## src/rtl/mini_uart_pkg.sv

```systemverilog
`timescale 1ns/1ps
package mini_uart_pkg;
  localparam int ADDR_W = 4;
  localparam logic [ADDR_W-1:0] A_DATA    = 4'd0;
  localparam logic [ADDR_W-1:0] A_IEN     = 4'd1;
  localparam logic [ADDR_W-1:0] A_IID     = 4'd2;
  localparam logic [ADDR_W-1:0] A_LINE    = 4'd3;
  localparam logic [ADDR_W-1:0] A_MODEM   = 4'd4;
  localparam logic [ADDR_W-1:0] A_LSTAT   = 4'd5;
  localparam logic [ADDR_W-1:0] A_SCRATCH = 4'd6;
  localparam logic [ADDR_W-1:0] A_CTRL    = 4'd7;
  localparam logic [ADDR_W-1:0] A_XSTAT   = 4'd8;
  localparam logic [ADDR_W-1:0] A_BAUD    = 4'd9;

  typedef enum logic [1:0] {RX_IDLE, RX_START, RX_DATA, RX_STOP} rx_state_e;
endpackage

```

## src/rtl/mini_uart_fifo.sv

```systemverilog
`timescale 1ns/1ps
module mini_uart_fifo #(
  parameter int WIDTH = 8,
  parameter int DEPTH = 8,
  localparam int PW = (DEPTH > 1) ? $clog2(DEPTH) : 1,
  localparam int CW = $clog2(DEPTH + 1)
) (
  input  logic             clk,
  input  logic             rst_n,
  input  logic             clr,
  input  logic             push,
  input  logic [WIDTH-1:0] din,
  input  logic             pop,
  output logic [WIDTH-1:0] dout,
  output logic [CW-1:0]    count,
  output logic             full,
  output logic             empty
);
  logic [WIDTH-1:0] mem_q [DEPTH];
  logic [PW-1:0] wp_q, rp_q;
  logic [CW-1:0] cnt_q;
  logic wr_ok, rd_ok;

  assign full  = (cnt_q == CW'(DEPTH));
  assign empty = (cnt_q == '0);
  assign wr_ok = push && !full;
  assign rd_ok = pop && !empty;
  assign dout  = mem_q[rp_q];
  assign count = cnt_q;

  function automatic logic [PW-1:0] nxt(input logic [PW-1:0] p);
    return (p == PW'(DEPTH - 1)) ? '0 : p + 1'b1;
  endfunction

  always_ff @(posedge clk) begin
    if (!rst_n || clr) begin
      wp_q  <= '0;
      rp_q  <= '0;
      cnt_q <= '0;
    end else begin
      if (wr_ok) wp_q <= nxt(wp_q);
      if (rd_ok) rp_q <= nxt(rp_q);
      if (wr_ok && !rd_ok) cnt_q <= cnt_q + 1'b1;
      else if (rd_ok && !wr_ok) cnt_q <= cnt_q - 1'b1;
    end
  end

  always_ff @(posedge clk) begin
    if (wr_ok) mem_q[wp_q] <= din;
  end

  assert_fill_bound_R11: assert property (@(posedge clk) disable iff (!rst_n)
    cnt_q <= CW'(DEPTH));
  assert_flush_empties_R8: assert property (@(posedge clk) disable iff (!rst_n)
    clr |=> empty);
endmodule

```

## src/rtl/mini_uart_tx.sv

```systemverilog
`timescale 1ns/1ps
module mini_uart_tx #(
  parameter int DATA_W = 8,
  parameter int OVS    = 8,
  localparam int TW = $clog2(OVS),
  localparam int BW = $clog2(DATA_W + 3)
) (
  input  logic              clk,
  input  logic              rst_n,
  input  logic              en,
  input  logic              tick,
  input  logic              eight_bit,
  input  logic              fifo_empty,
  input  logic [DATA_W-1:0] fifo_data,
  output logic              fifo_pop,
  output logic              txd,
  output logic              busy
);
  logic [DATA_W+1:0] sh_q;
  logic [BW-1:0] bits_q;
  logic [TW-1:0] tcnt_q;
  logic busy_q;

  assign fifo_pop = !busy_q && en && tick && !fifo_empty;
  assign txd  = busy_q ? sh_q[0] : 1'b1;
  assign busy = busy_q;

  always_ff @(posedge clk) begin
    if (!rst_n) begin
      sh_q   <= '1;
      bits_q <= '0;
      tcnt_q <= '0;
      busy_q <= 1'b0;
    end else if (fifo_pop) begin
      busy_q <= 1'b1;
      tcnt_q <= '0;
      if (eight_bit) begin
        sh_q   <= {1'b1, fifo_data, 1'b0};
        bits_q <= BW'(DATA_W + 2);
      end else begin
        sh_q   <= {2'b11, fifo_data[DATA_W-2:0], 1'b0};
        bits_q <= BW'(DATA_W + 1);
      end
    end else if (busy_q && en && tick) begin
      if (tcnt_q == TW'(OVS - 1)) begin
        tcnt_q <= '0;
        sh_q   <= {1'b1, sh_q[DATA_W+1:1]};
        bits_q <= bits_q - 1'b1;
        if (bits_q == BW'(1)) busy_q <= 1'b0;
      end else begin
        tcnt_q <= tcnt_q + 1'b1;
      end
    end
  end

  assert_frozen_when_off_R5: assert property (@(posedge clk) disable iff (!rst_n)
    !en |=> (en || $stable(txd)));
endmodule

```

## src/rtl/mini_uart_rx.sv

```systemverilog
`timescale 1ns/1ps
module mini_uart_rx
  import mini_uart_pkg::*;
#(
  parameter int DATA_W = 8,
  parameter int OVS    = 8,
  localparam int TW = $clog2(OVS),
  localparam int IW = $clog2(DATA_W)
) (
  input  logic              clk,
  input  logic              rst_n,
  input  logic              en,
  input  logic              tick,
  input  logic              eight_bit,
  input  logic              rxd,
  output logic              push,
  output logic [DATA_W-1:0] data,
  output logic              idle
);
  rx_state_e st_q;
  logic [TW-1:0] tcnt_q;
  logic [IW-1:0] idx_q;
  logic [DATA_W-1:0] sh_q;
  logic [1:0] sync_q;
  logic rxd_s, last_bit;

  assign rxd_s    = sync_q[1];
  assign last_bit = eight_bit ? (idx_q == IW'(DATA_W - 1)) : (idx_q == IW'(DATA_W - 2));
  assign push = en && tick && (st_q == RX_STOP) && (tcnt_q == TW'(OVS - 1)) && rxd_s;
  assign data = sh_q;
  assign idle = (st_q == RX_IDLE);

  always_ff @(posedge clk) begin
    if (!rst_n) sync_q <= 2'b11;
    else        sync_q <= {sync_q[0], rxd};
  end

  always_ff @(posedge clk) begin
    if (!rst_n) begin
      st_q   <= RX_IDLE;
      tcnt_q <= '0;
      idx_q  <= '0;
      sh_q   <= '0;
    end else if (!en) begin
      st_q <= RX_IDLE;
    end else if (tick) begin
      case (st_q)
        RX_IDLE: if (!rxd_s) begin
          st_q   <= RX_START;
          tcnt_q <= '0;
        end
        RX_START: if (tcnt_q == TW'(OVS / 2 - 2)) begin
          tcnt_q <= '0;
          if (!rxd_s) begin
            st_q  <= RX_DATA;
            idx_q <= '0;
            sh_q  <= '0;
          end else begin
            st_q <= RX_IDLE;
          end
        end else tcnt_q <= tcnt_q + 1'b1;
        RX_DATA: if (tcnt_q == TW'(OVS - 1)) begin
          tcnt_q     <= '0;
          sh_q[idx_q] <= rxd_s;
          if (last_bit) st_q <= RX_STOP;
          else          idx_q <= idx_q + 1'b1;
        end else tcnt_q <= tcnt_q + 1'b1;
        default: if (tcnt_q == TW'(OVS - 1)) begin
          tcnt_q <= '0;
          st_q   <= RX_IDLE;
        end else tcnt_q <= tcnt_q + 1'b1;
      endcase
    end
  end

  assert_off_means_idle_R5: assert property (@(posedge clk) disable iff (!rst_n)
    !en |=> idle);
endmodule

```

## src/rtl/mini_uart_periph.sv

```systemverilog
`timescale 1ns/1ps
module mini_uart_periph
  import mini_uart_pkg::*;
#(
  parameter int DATA_W     = 8,
  parameter int FIFO_DEPTH = 8,
  parameter int OVS        = 8,
  parameter int DIV_W      = 16
) (
  input  logic        clk,
  input  logic        rst_n,
  input  logic        bus_wr,
  input  logic        bus_rd,
  input  logic [3:0]  bus_addr,
  input  logic [31:0] bus_wdata,
  output logic [31:0] bus_rdata,
  input  logic        rx_line,
  input  logic        cts_line,
  output logic        tx_line,
  output logic        rts_line,
  output logic        irq
);
  localparam int CW = $clog2(FIFO_DEPTH + 1);

  logic [3:0]       ien_q;
  logic [1:0]       lcr_q;
  logic             rts_on_q;
  logic [31:0]      scratch_q;
  logic [1:0]       ctl_q;
  logic [DIV_W-1:0] div_q;
  logic [DIV_W-1:0] bcnt_q;
  logic             ovr_q;
  logic             tick, eight_bit;

  logic             tx_push, tx_pop, tx_full, tx_empty, tx_busy, tx_clr;
  logic [DATA_W-1:0] tx_dout;
  logic [CW-1:0]    tx_cnt;
  logic             rx_push, rx_pop, rx_full, rx_empty, rx_idle, rx_clr;
  logic [DATA_W-1:0] rx_din, rx_dout;
  logic [CW-1:0]    rx_cnt;
  logic             rx_int, tx_int, xstat_rd;
  logic [2:0]       iid;
  logic [31:0]      xstat, lstat;

  assign eight_bit = (lcr_q == 2'b11);
  assign tick      = (bcnt_q >= div_q);
  assign tx_push   = bus_wr && (bus_addr == A_DATA);
  assign rx_pop    = bus_rd && (bus_addr == A_DATA);
  assign xstat_rd  = bus_rd && (bus_addr == A_XSTAT);
  assign tx_clr    = bus_wr && (bus_addr == A_IID) && bus_wdata[2];
  assign rx_clr    = bus_wr && (bus_addr == A_IID) && bus_wdata[1];

  always_ff @(posedge clk) begin
    if (!rst_n) bcnt_q <= '0;
    else        bcnt_q <= tick ? '0 : bcnt_q + 1'b1;
  end

  always_ff @(posedge clk) begin
    if (!rst_n) begin
      ien_q     <= '0;
      lcr_q     <= '0;
      rts_on_q  <= 1'b0;
      scratch_q <= '0;
      ctl_q     <= 2'b11;
      div_q     <= '0;
    end else if (bus_wr) begin
      case (bus_addr)
        A_IEN:     ien_q     <= bus_wdata[3:0];
        A_LINE:    lcr_q     <= bus_wdata[1:0];
        A_MODEM:   rts_on_q  <= bus_wdata[1];
        A_SCRATCH: scratch_q <= bus_wdata;
        A_CTRL:    ctl_q     <= bus_wdata[1:0];
        A_BAUD:    div_q     <= bus_wdata[DIV_W-1:0];
        default: ;
      endcase
    end
  end

  always_ff @(posedge clk) begin
    if (!rst_n)                  ovr_q <= 1'b0;
    else if (rx_push && rx_full) ovr_q <= 1'b1;
    else if (xstat_rd)           ovr_q <= 1'b0;
  end

  mini_uart_fifo #(.WIDTH(DATA_W), .DEPTH(FIFO_DEPTH)) tx_fifo_i (
    .clk(clk), .rst_n(rst_n), .clr(tx_clr), .push(tx_push),
    .din(bus_wdata[DATA_W-1:0]), .pop(tx_pop), .dout(tx_dout),
    .count(tx_cnt), .full(tx_full), .empty(tx_empty));

  mini_uart_fifo #(.WIDTH(DATA_W), .DEPTH(FIFO_DEPTH)) rx_fifo_i (
    .clk(clk), .rst_n(rst_n), .clr(rx_clr), .push(rx_push),
    .din(rx_din), .pop(rx_pop), .dout(rx_dout),
    .count(rx_cnt), .full(rx_full), .empty(rx_empty));

  mini_uart_tx #(.DATA_W(DATA_W), .OVS(OVS)) tx_i (
    .clk(clk), .rst_n(rst_n), .en(ctl_q[1]), .tick(tick), .eight_bit(eight_bit),
    .fifo_empty(tx_empty), .fifo_data(tx_dout), .fifo_pop(tx_pop),
    .txd(tx_line), .busy(tx_busy));

  mini_uart_rx #(.DATA_W(DATA_W), .OVS(OVS)) rx_i (
    .clk(clk), .rst_n(rst_n), .en(ctl_q[0]), .tick(tick), .eight_bit(eight_bit),
    .rxd(rx_line), .push(rx_push), .data(rx_din), .idle(rx_idle));

  assign rx_int = ien_q[0] && ien_q[2] && !rx_empty;
  assign tx_int = ien_q[1] && ien_q[3] && !tx_full;
  assign irq    = rx_int || tx_int;
  assign iid    = rx_int ? 3'b100 : (tx_int ? 3'b010 : 3'b001);
  assign rts_line = !rts_on_q;

  always_comb begin
    lstat    = '0;
    lstat[0] = !rx_empty;
    lstat[5] = !tx_full;
    lstat[6] = tx_empty && !tx_busy;
    xstat    = '0;
    xstat[0] = !rx_empty;
    xstat[1] = !tx_full;
    xstat[2] = rx_idle;
    xstat[3] = !tx_busy;
    xstat[4] = ovr_q;
    xstat[5] = tx_full;
    xstat[6] = rts_on_q;
    xstat[7] = cts_line;
    xstat[8] = tx_empty;
    xstat[9] = tx_empty && !tx_busy;
    xstat[19:16] = 4'(rx_cnt);
    xstat[27:24] = 4'(tx_cnt);
  end

  always_comb begin
    bus_rdata = '0;
    case (bus_addr)
      A_DATA:    bus_rdata = rx_empty ? '0 : 32'(rx_dout);
      A_IEN:     bus_rdata = 32'(ien_q);
      A_IID:     bus_rdata = 32'(iid);
      A_LINE:    bus_rdata = 32'(lcr_q);
      A_MODEM:   bus_rdata = {30'd0, rts_on_q, 1'b0};
      A_LSTAT:   bus_rdata = lstat;
      A_SCRATCH: bus_rdata = scratch_q;
      A_CTRL:    bus_rdata = 32'(ctl_q);
      A_XSTAT:   bus_rdata = xstat;
      A_BAUD:    bus_rdata = 32'(div_q);
      default:   bus_rdata = '0;
    endcase
  end

  assert_unarmed_quiet_R6: assert property (@(posedge clk) disable iff (!rst_n)
    (!ien_q[2] && !ien_q[3]) |-> !irq);
  assert_overrun_cause_R11: assert property (@(posedge clk) disable iff (!rst_n)
    $rose(ovr_q) |-> $past(rx_full));
endmodule

```

## config.mk

```make
export PLATFORM = sky130hd
export DESIGN_NAME = mini_uart_periph
export DESIGN_NICKNAME = d
export VERILOG_FILES = /design/src/rtl/mini_uart_pkg.sv /design/src/rtl/mini_uart_fifo.sv /design/src/rtl/mini_uart_tx.sv /design/src/rtl/mini_uart_rx.sv /design/src/rtl/mini_uart_periph.sv
export SDC_FILE = /design/constraint.sdc
export NUM_CORES = 1
export LEC_CHECK = 0
export CAP_MARGIN = 15
export CORE_AREA = 5 5 180 182
export CTS_BUF_LIST = sky130_fd_sc_hd__clkbuf_16
export DETAILED_ROUTE_END_ITERATION = 8
export DIE_AREA = 0 0 185 187
export PLACE_DENSITY = 0.65
export SLEW_MARGIN = 25
export SYNTH_ARGS = -nofsm -noshare
export SYNTH_HDL_FRONTEND = slang
export SYNTH_SLANG_ARGS = --single-unit
```

## constraint.sdc

```tcl
create_clock -name clk -period 3.3 [get_ports clk]
set_clock_uncertainty 0.15 [all_clocks]
set_input_delay 0.66 -clock clk [delete_from_list [all_inputs] [get_ports clk]]
set_output_delay 0.66 -clock clk [all_outputs]
set_load 0.005 [all_outputs]
```

==> results of run 1 <==
## worst paths after layout
kind                             startpoint                              end  slack [ns]  cells after the start
hold reg to reg   rx_i.sync_q[0]$_SDFF_PN1_        rx_i.sync_q[1]$_SDFF_PN1_        0.27                      1
setup / recovery                bus_addr[2]                     bus_rdata[6]        0.01                      8
setup reg to reg       bcnt_q[0]$_SDFF_PP0_  rx_fifo_i.count[3]$_SDFFE_PP0P_        0.09                     16
hold / removal    rx_i.sync_q[0]$_SDFF_PN1_        rx_i.sync_q[1]$_SDFF_PN1_        0.27                      1
## kinds of logic (layout without fill, tap and decap cells)
family | after synthesis | after routing | synth area share (%)
xor+xnor | 20 | 20 | 1.486
mux | 68 | 68 | 9.192
compound gates | 201 | 201 | 11.41
flops | 263 | 263 | 55.54
buf+inv | 91 | 263 | 3.343
fa+ha+maj | 45 | 45 | 4.904
simple gates | 346 | 346 | 14.13
## critical path: cells and delay by family
family | cells | cell delay [ns]
compound gates | 2 | 0.64
buf+inv | 4 | 0.94
simple gates | 2 | 0.23
## Yosys cell counts, drive strengths merged, types with 14 or more instances
cell type and number:
a22o 19, o21ai 23, mux2i 34, mux4 32, ha 43, edfxtp 128
and3 14, inv 34, clkbuf 38, nor2 71, nor3 15, nand3 24
dfxtp 135, buf 19, a21oi 87, nand2 151, nand2b 14
## final cells by class
| type | instances | share of cell area, % |
|---|---|---|
| timing repair buffer | 175 | 10.20 |
| clock inverter | 25 | 1.375 |
| inverter | 34 | 0.8995 |
| tap | 396 | 3.360 |
| multi-input combinational | 680 | 34.75 |
| sequential | 263 | 44.49 |
| clock buffer | 29 | 4.922 |
## flip-flops by register name, indices dropped and copies added (netlist names), 8 cells and up, named ones only
| signal | flops |
|---|---|
| div_q | 16 |
| tx_i.sh_q | 9 |
| bcnt_q | 16 |
| tx_fifo_i.mem_q | 64 |
| scratch_q | 32 |
| rx_i.data | 8 |
| rx_fifo_i.mem_q | 64 |
## stage by stage
step | setup WS (ns) | util (%)
final | 0.01260 | 48.45
after floorplan | 0.02575 | -
after CTS | 0.004725 | 47.78
after global routing | -0.05648 | 48.45
after detailed placement | -0.3388 | 44.28
after global placement | -0.2888 | 44.28
## power groups by stage
stage	combinational, mW	sequential [mW]	clock, mW
5_1_grt	1.42	3.73	3.33
2_1_floorplan	0.888	3.68	0
6_report	1.30	3.71	3.12
3_3_place_gp	1.22	3.78	0
4_1_cts	1.26	3.71	3.19
3_5_place_dp	1.24	3.78	0
## routing by layer
layer / vias to the layer above / global-route usage [%] / routed length (um)
met4: 0 / 4.348 / 658
li1: 4096 / - / -
met3: 48 / 2.061 / 1465
met1: 4203 / 22.74 / 12830
met5: - / 0 / 0
met2: 243 / 28.42 / 14730
## repair_timing
item	CTS	global route
pin swaps	11	20
resized for setup	62	37
buffers inserted	6	6
endpoints found under the setup margin	26	9
==> reports/qor.csv, run 1 <==
stage,metric,value,unit
drt,viasPerCell,5.362,
run,drv_cap,0,
cells_and_area,area.growth.synth_to_final,25.08,%
power_and_ir_drop,p_clk_share,38.4,%
setup_path,crit_chain,clkdlybuf4s50_1 > buf_6 > nand2b_4 > nor3_4 > buf_4 > a222oi_1 > o211ai_1 > clkbuf_2,
sta,setup_tns,0,ns
power_and_ir_drop,swShare,26.90,%
sta,tightest_slew,0.7885,ns
placed_design,placed_cell_area,13470,um2
clock_network,cts_made_buffers,29,
setup_path,cp-start-kind,primary input,
placed_design,place_congestion,0.9342,
power_and_ir_drop,p_int,5.946,mW
cells_and_area,num-fill-cells,2714,
sta,hold_violations,0,
cells_and_area,final_common_cell,nand2_1,
clock_network,clk_latency,0.56,ns
power_and_ir_drop,pwr-share-comb,16.0,%
floorplan,core_area,30430,um2
clock_network,htree_levels,1,
cells_and_area,stdcell_count,1602,
synthesis,syn_avg_cell_area,11.40,um2
sta,finalCritPeriodShare,99.62,%
sta,report.final.slew_viol_count,0,
synthesis,synthCells,1034,
synthesis,synth.net_count,1121,
cells_and_area,multiInputGateArea,5124,um2
sta,max_freq,0.3042,GHz
clock_network,clk_pin_slew,0.07,ns
power_and_ir_drop,p_total,8.134,mW
synthesis,yosysWarnings,0,
cells_and_area,final-seq-area,6560,um2
setup_path,worstSetupPathType,in -> out,
placed_design,port-buffer-count,76,
clock_network,clockBufferDepth,3,
cells_and_area,n_antenna_cell,0,
cells_and_area,final_cell_mix,"nand2_1 (150), edfxtp_1 (128), dfxtp_1 (124)",
sta,rsz0062_at_grt,yes,
clock_network,cts_sinks,263,
floorplan,ios,77,
synthesis,yosysUniqueCellTypes,73,
worst_hold_path,hold_path_class,reg -> reg,
global_routing,grt_pass1_vias,8429,
floorplan,rows,64,
synthesis,netlist.area_leader.share,32.61,%
synthesis,syn-cell-area,11790,um2
global_routing,grtUsageTotal,16.74,%
power_and_ir_drop,pwr-share-seq,45.6,%
setup_path,arrival,2.48,ns
outcome,violations,DRC,
clock_network,cts-hold-fix-buffers,0,
cells_and_area,design_area,14740,um2
floorplan,die_x,185,um
global_routing,grt_max_degree,34,
synthesis,async_flop_share,0,%
drt,route.detailed.drc,4,
cells_and_area,fin_nets,1270,
synthesis,ys_seq_elements,263,
sta,period_minus_slack,3.287,ns
power_and_ir_drop,power_per_cell_area,551.7,nW/um2
clock_network,cts_tree,done,
setup_path,cp_max_fo,7,
synthesis,netlist_top_cells_area,"edfxtp_1 (33%), dfxtp_1 (23%), mux4_2 (6.1%)",
synthesis,synthFlopType,dfxtp_1,
power_and_ir_drop,vdd_ir_drop_max,0.3902,mV
outcome,outcome,finished with violations,
sta,relSlewSlack,47.36,%
sta,setup_viol,0,
setup_path,critPathMaxStageDelay,0.48,ns
clock_network,clockRootBuffer,clkbuf_16,
drt,vias,8590,
placed_design,placed_cells,1537,
setup_path,crit_path_end_kind,output port,
global_routing,antenna_found_initial,0,
synthesis,yosysSeqAreaShare,55.54,%
drt,dr.pass1.iters,9,
placed_design,post-dp-hpwl,20450,um
drt,ant_nets,0,
sta,holdWs,0.2726,ns
synthesis,synth_top_cell_by_area,edfxtp_1,
floorplan,start_util,38.74,%
setup_path,required,2.49,ns
floorplan,die_y,187,um
drt,wl_per_cell,18.53,um
setup_path,cp_slowest_cell,clkdlybuf4s50_1,
cells_and_area,drive_gt1_share,20.81,%
global_routing,overflow,0,
drt,totalWireLength,29680,um
power_and_ir_drop,p_leak,5.249,nW
power_and_ir_drop,p_switching,2.188,mW
synthesis,synth_edf_count,128,
floorplan,die_area,34600,um2
drt,drt_iter0_markers,743,
global_routing,grt_pass1_wl,46800,um
Note: power is estimated with default switching activity, not from simulation.
==> inputs of run 2 (changes only) <==
Settings changed: SETUP_SLACK_MARGIN set to 0.4, SKIP_CTS_REPAIR_TIMING set to 1.
==> run 2 against run 1 <==
Net effect:
- the flow now finishes without violations
- maximum frequency up 2.5%
- worst setup slack better by 0.081 ns
- core utilization grew 1.5 points
- sequential share of layout area fell by 1.2 points
- global-route usage fell by 0.25 points
- die area unchanged
- non-clock buffer count grew 23
- total power fell by 0.40%
- clock-buffer cell count is the same
- register-to-register slack is essentially flat
- combinational power up 8%
- critical endpoint is now rx_fifo_i.count[3]$_SDFFE_PP0P_
==> reports/qor.csv, run 2 (synthesis results as in run 1) <==
stage,metric,value,unit,change
outcome,outcome,"complete, no violations",,was finished with violations
sta,setup_viol,0,,unchanged
power_and_ir_drop,power_per_cell_area,532.7,nW/um2,was 551.7 nW/um2
sta,tightest_slew,0.6726,ns,was 0.7885 ns
drt,vias,8610,,"was 8,590"
drt,totalWireLength,30080,um,"was 29,680 um"
placed_design,post-dp-hpwl,20530,um,"was 20,450 um"
global_routing,grtUsageTotal,16.49,%,was 16.74%
clock_network,cts_sinks,263,,unchanged
setup_path,cp-start-kind,flip-flop,,was primary input
floorplan,die_x,185,um,unchanged
floorplan,die_y,187,um,unchanged
power_and_ir_drop,p_leak,5.706,nW,was 5.249 nW
cells_and_area,area.growth.synth_to_final,29.02,%,was 25.08%
global_routing,antenna_found_initial,0,,unchanged
cells_and_area,stdcell_count,1623,,"was 1,602"
cells_and_area,final_common_cell,nand2_1,,unchanged
power_and_ir_drop,vdd_ir_drop_max,0.3662,mV,was 0.3902 mV
drt,drt_iter0_markers,542,,was 743
floorplan,die_area,34600,um2,unchanged
drt,route.detailed.drc,0,,was 4
cells_and_area,drive_gt1_share,25.35,%,was 20.81%
floorplan,start_util,38.74,%,unchanged
clock_network,clockRootBuffer,clkbuf_16,,unchanged
drt,wl_per_cell,18.53,um,about the same
cells_and_area,multiInputGateArea,5274,um2,was 5124 um2
clock_network,htree_levels,1,,unchanged
sta,holdWs,0.2599,ns,was 0.2726 ns
setup_path,cp_max_fo,3,,was 7
cells_and_area,num-fill-cells,2620,,"was 2,714"
setup_path,crit_path_end_kind,flip-flop,,was output port
drt,ant_nets,0,,unchanged
sta,period_minus_slack,3.206,ns,was 3.287 ns
cells_and_area,n_antenna_cell,0,,unchanged
sta,hold_violations,0,,unchanged
floorplan,core_area,30430,um2,unchanged
sta,report.final.slew_viol_count,0,,unchanged
global_routing,grt_max_degree,35,,was 34
sta,max_freq,0.3119,GHz,was 0.3042 GHz
clock_network,clk_latency,0.54,ns,was 0.56 ns
sta,finalCritPeriodShare,97.15,%,was 99.62%
placed_design,port-buffer-count,76,,unchanged
setup_path,arrival,3.54,ns,was 2.48 ns
global_routing,grt_pass1_wl,46220,um,"was 46,800 um"
floorplan,rows,64,,unchanged
drt,dr.pass1.iters,6,,was 9
placed_design,placed_cells,1533,,"was 1,537"
floorplan,ios,77,,unchanged
cells_and_area,fin_util,49.98,%,was 48.45%
cells_and_area,final-seq-area,6584,um2,was 6560 um2
placed_design,place_congestion,0.8887,,was 0.9342
run,drv_cap,0,,unchanged
clock_network,clk_pin_slew,0.06,ns,was 0.07 ns
power_and_ir_drop,p_total,8.101,mW,was 8.134 mW
setup_path,worstSetupPathType,reg -> reg,,was in -> out
worst_hold_path,hold_path_class,reg -> reg,,unchanged
sta,relSlewSlack,55.10,%,was 47.36%
cells_and_area,final_cell_mix,"nand2_1 (150), edfxtp_1 (128), dfxtp_1 (115)",,"was nand2_1 (150), edfxtp_1 (128), dfxtp_1 (124)"
global_routing,overflow,0,,unchanged
setup_path,required,3.63,ns,was 2.49 ns
drt,viasPerCell,5.305,,was 5.362
sta,rsz0062_at_grt,yes,,unchanged
clock_network,cts_made_buffers,28,,was 29
cells_and_area,fin_nets,1292,,"was 1,270"
global_routing,grt_pass1_vias,8474,,"was 8,429"
clock_network,cts_tree,done,,unchanged
cells_and_area,reg.largest.list,"rx_fifo_i.mem_q x64, tx_fifo_i.mem_q x64, scratch_q x32",,unchanged
clock_network,clockBufferDepth,3,,unchanged
-- run 2: path summary, 6_finish.rpt --
kind                                  start                         endpoint  slack, ns  cells past startpoint
setup reg to reg      div_q[1]$_SDFFE_PN0P_  rx_fifo_i.count[3]$_SDFFE_PP0P_       0.09                     15
hold / removal    rx_i.sync_q[0]$_SDFF_PN1_        rx_i.sync_q[1]$_SDFF_PN1_       0.26                      1
setup / recovery      div_q[1]$_SDFFE_PN0P_  rx_fifo_i.count[3]$_SDFFE_PP0P_       0.09                     15
hold reg to reg   rx_i.sync_q[0]$_SDFF_PN1_        rx_i.sync_q[1]$_SDFF_PN1_       0.26                      1
-- run 2: final cells by class --
class	count	area share, %
multi-input combinational	680	34.68
clock inverter	23	0.9873
sequential	263	43.29
inverter	34	0.9050
clock buffer	29	4.772
timing repair buffer	198	12.11
tap	396	3.258
-- run 2: critical path, cell delays in order, from the launching register on --
cell	delay [ns]
dfxtp_4	0.34
inv_1	0.04
ha_1	0.28
a2111o_1	0.46
a31oi_4	0.38
nand2_4	0.09
nand2b_4	0.11
clkinv_4	0.07
ha_4	0.16
inv_4	0.06
ha_4	0.19
a21o_1	0.16
a21oi_2	0.13
xnor2_1	0.08
or3_1	0.33
a21oi_2	0.11
-- run 2: per-layer routing --
layer	share of wire (%)	track usage, %
met1	42	21.80
met5	0	0
met3	4.8	2.781
met4	2.2	3.924
met2	51	28.32
-- run 2: where the power goes --
| part | internal (mW) | total (mW) | leakage, nW | switching [mW] |
|---|---|---|---|---|
| clock network | 1.73 | 2.99 | 0.470 | 1.26 |
| logic | 0.689 | 1.41 | 3.04 | 0.721 |
| registers | 3.54 | 3.70 | 2.20 | 0.157 |
| total | 5.96 | 8.10 | 5.71 | 2.14 |
-- run 2: through the flow --
stage / TNS, ns / cell area (um2) / worst slack, ns
after floorplan: 0 / 11880 / 0.1730
after global placement: -5.400 / 13560 / -0.2730
after detailed placement: -5.847 / 13560 / -0.2888
after CTS: -5.583 / 14440 / -0.3012
after global routing: -0.01438 / 15210 / -0.01438
final: 0 / 15210 / 0.09407
==> inputs of run 3 (changes only) <==
Settings changed: ABC_CLOCK_PERIOD_IN_PS set to 3300, HOLD_SLACK_MARGIN set to 0.02.
==> results of run 3 <==
The final DEF is identical to that of run 2; final timing and power are the same.
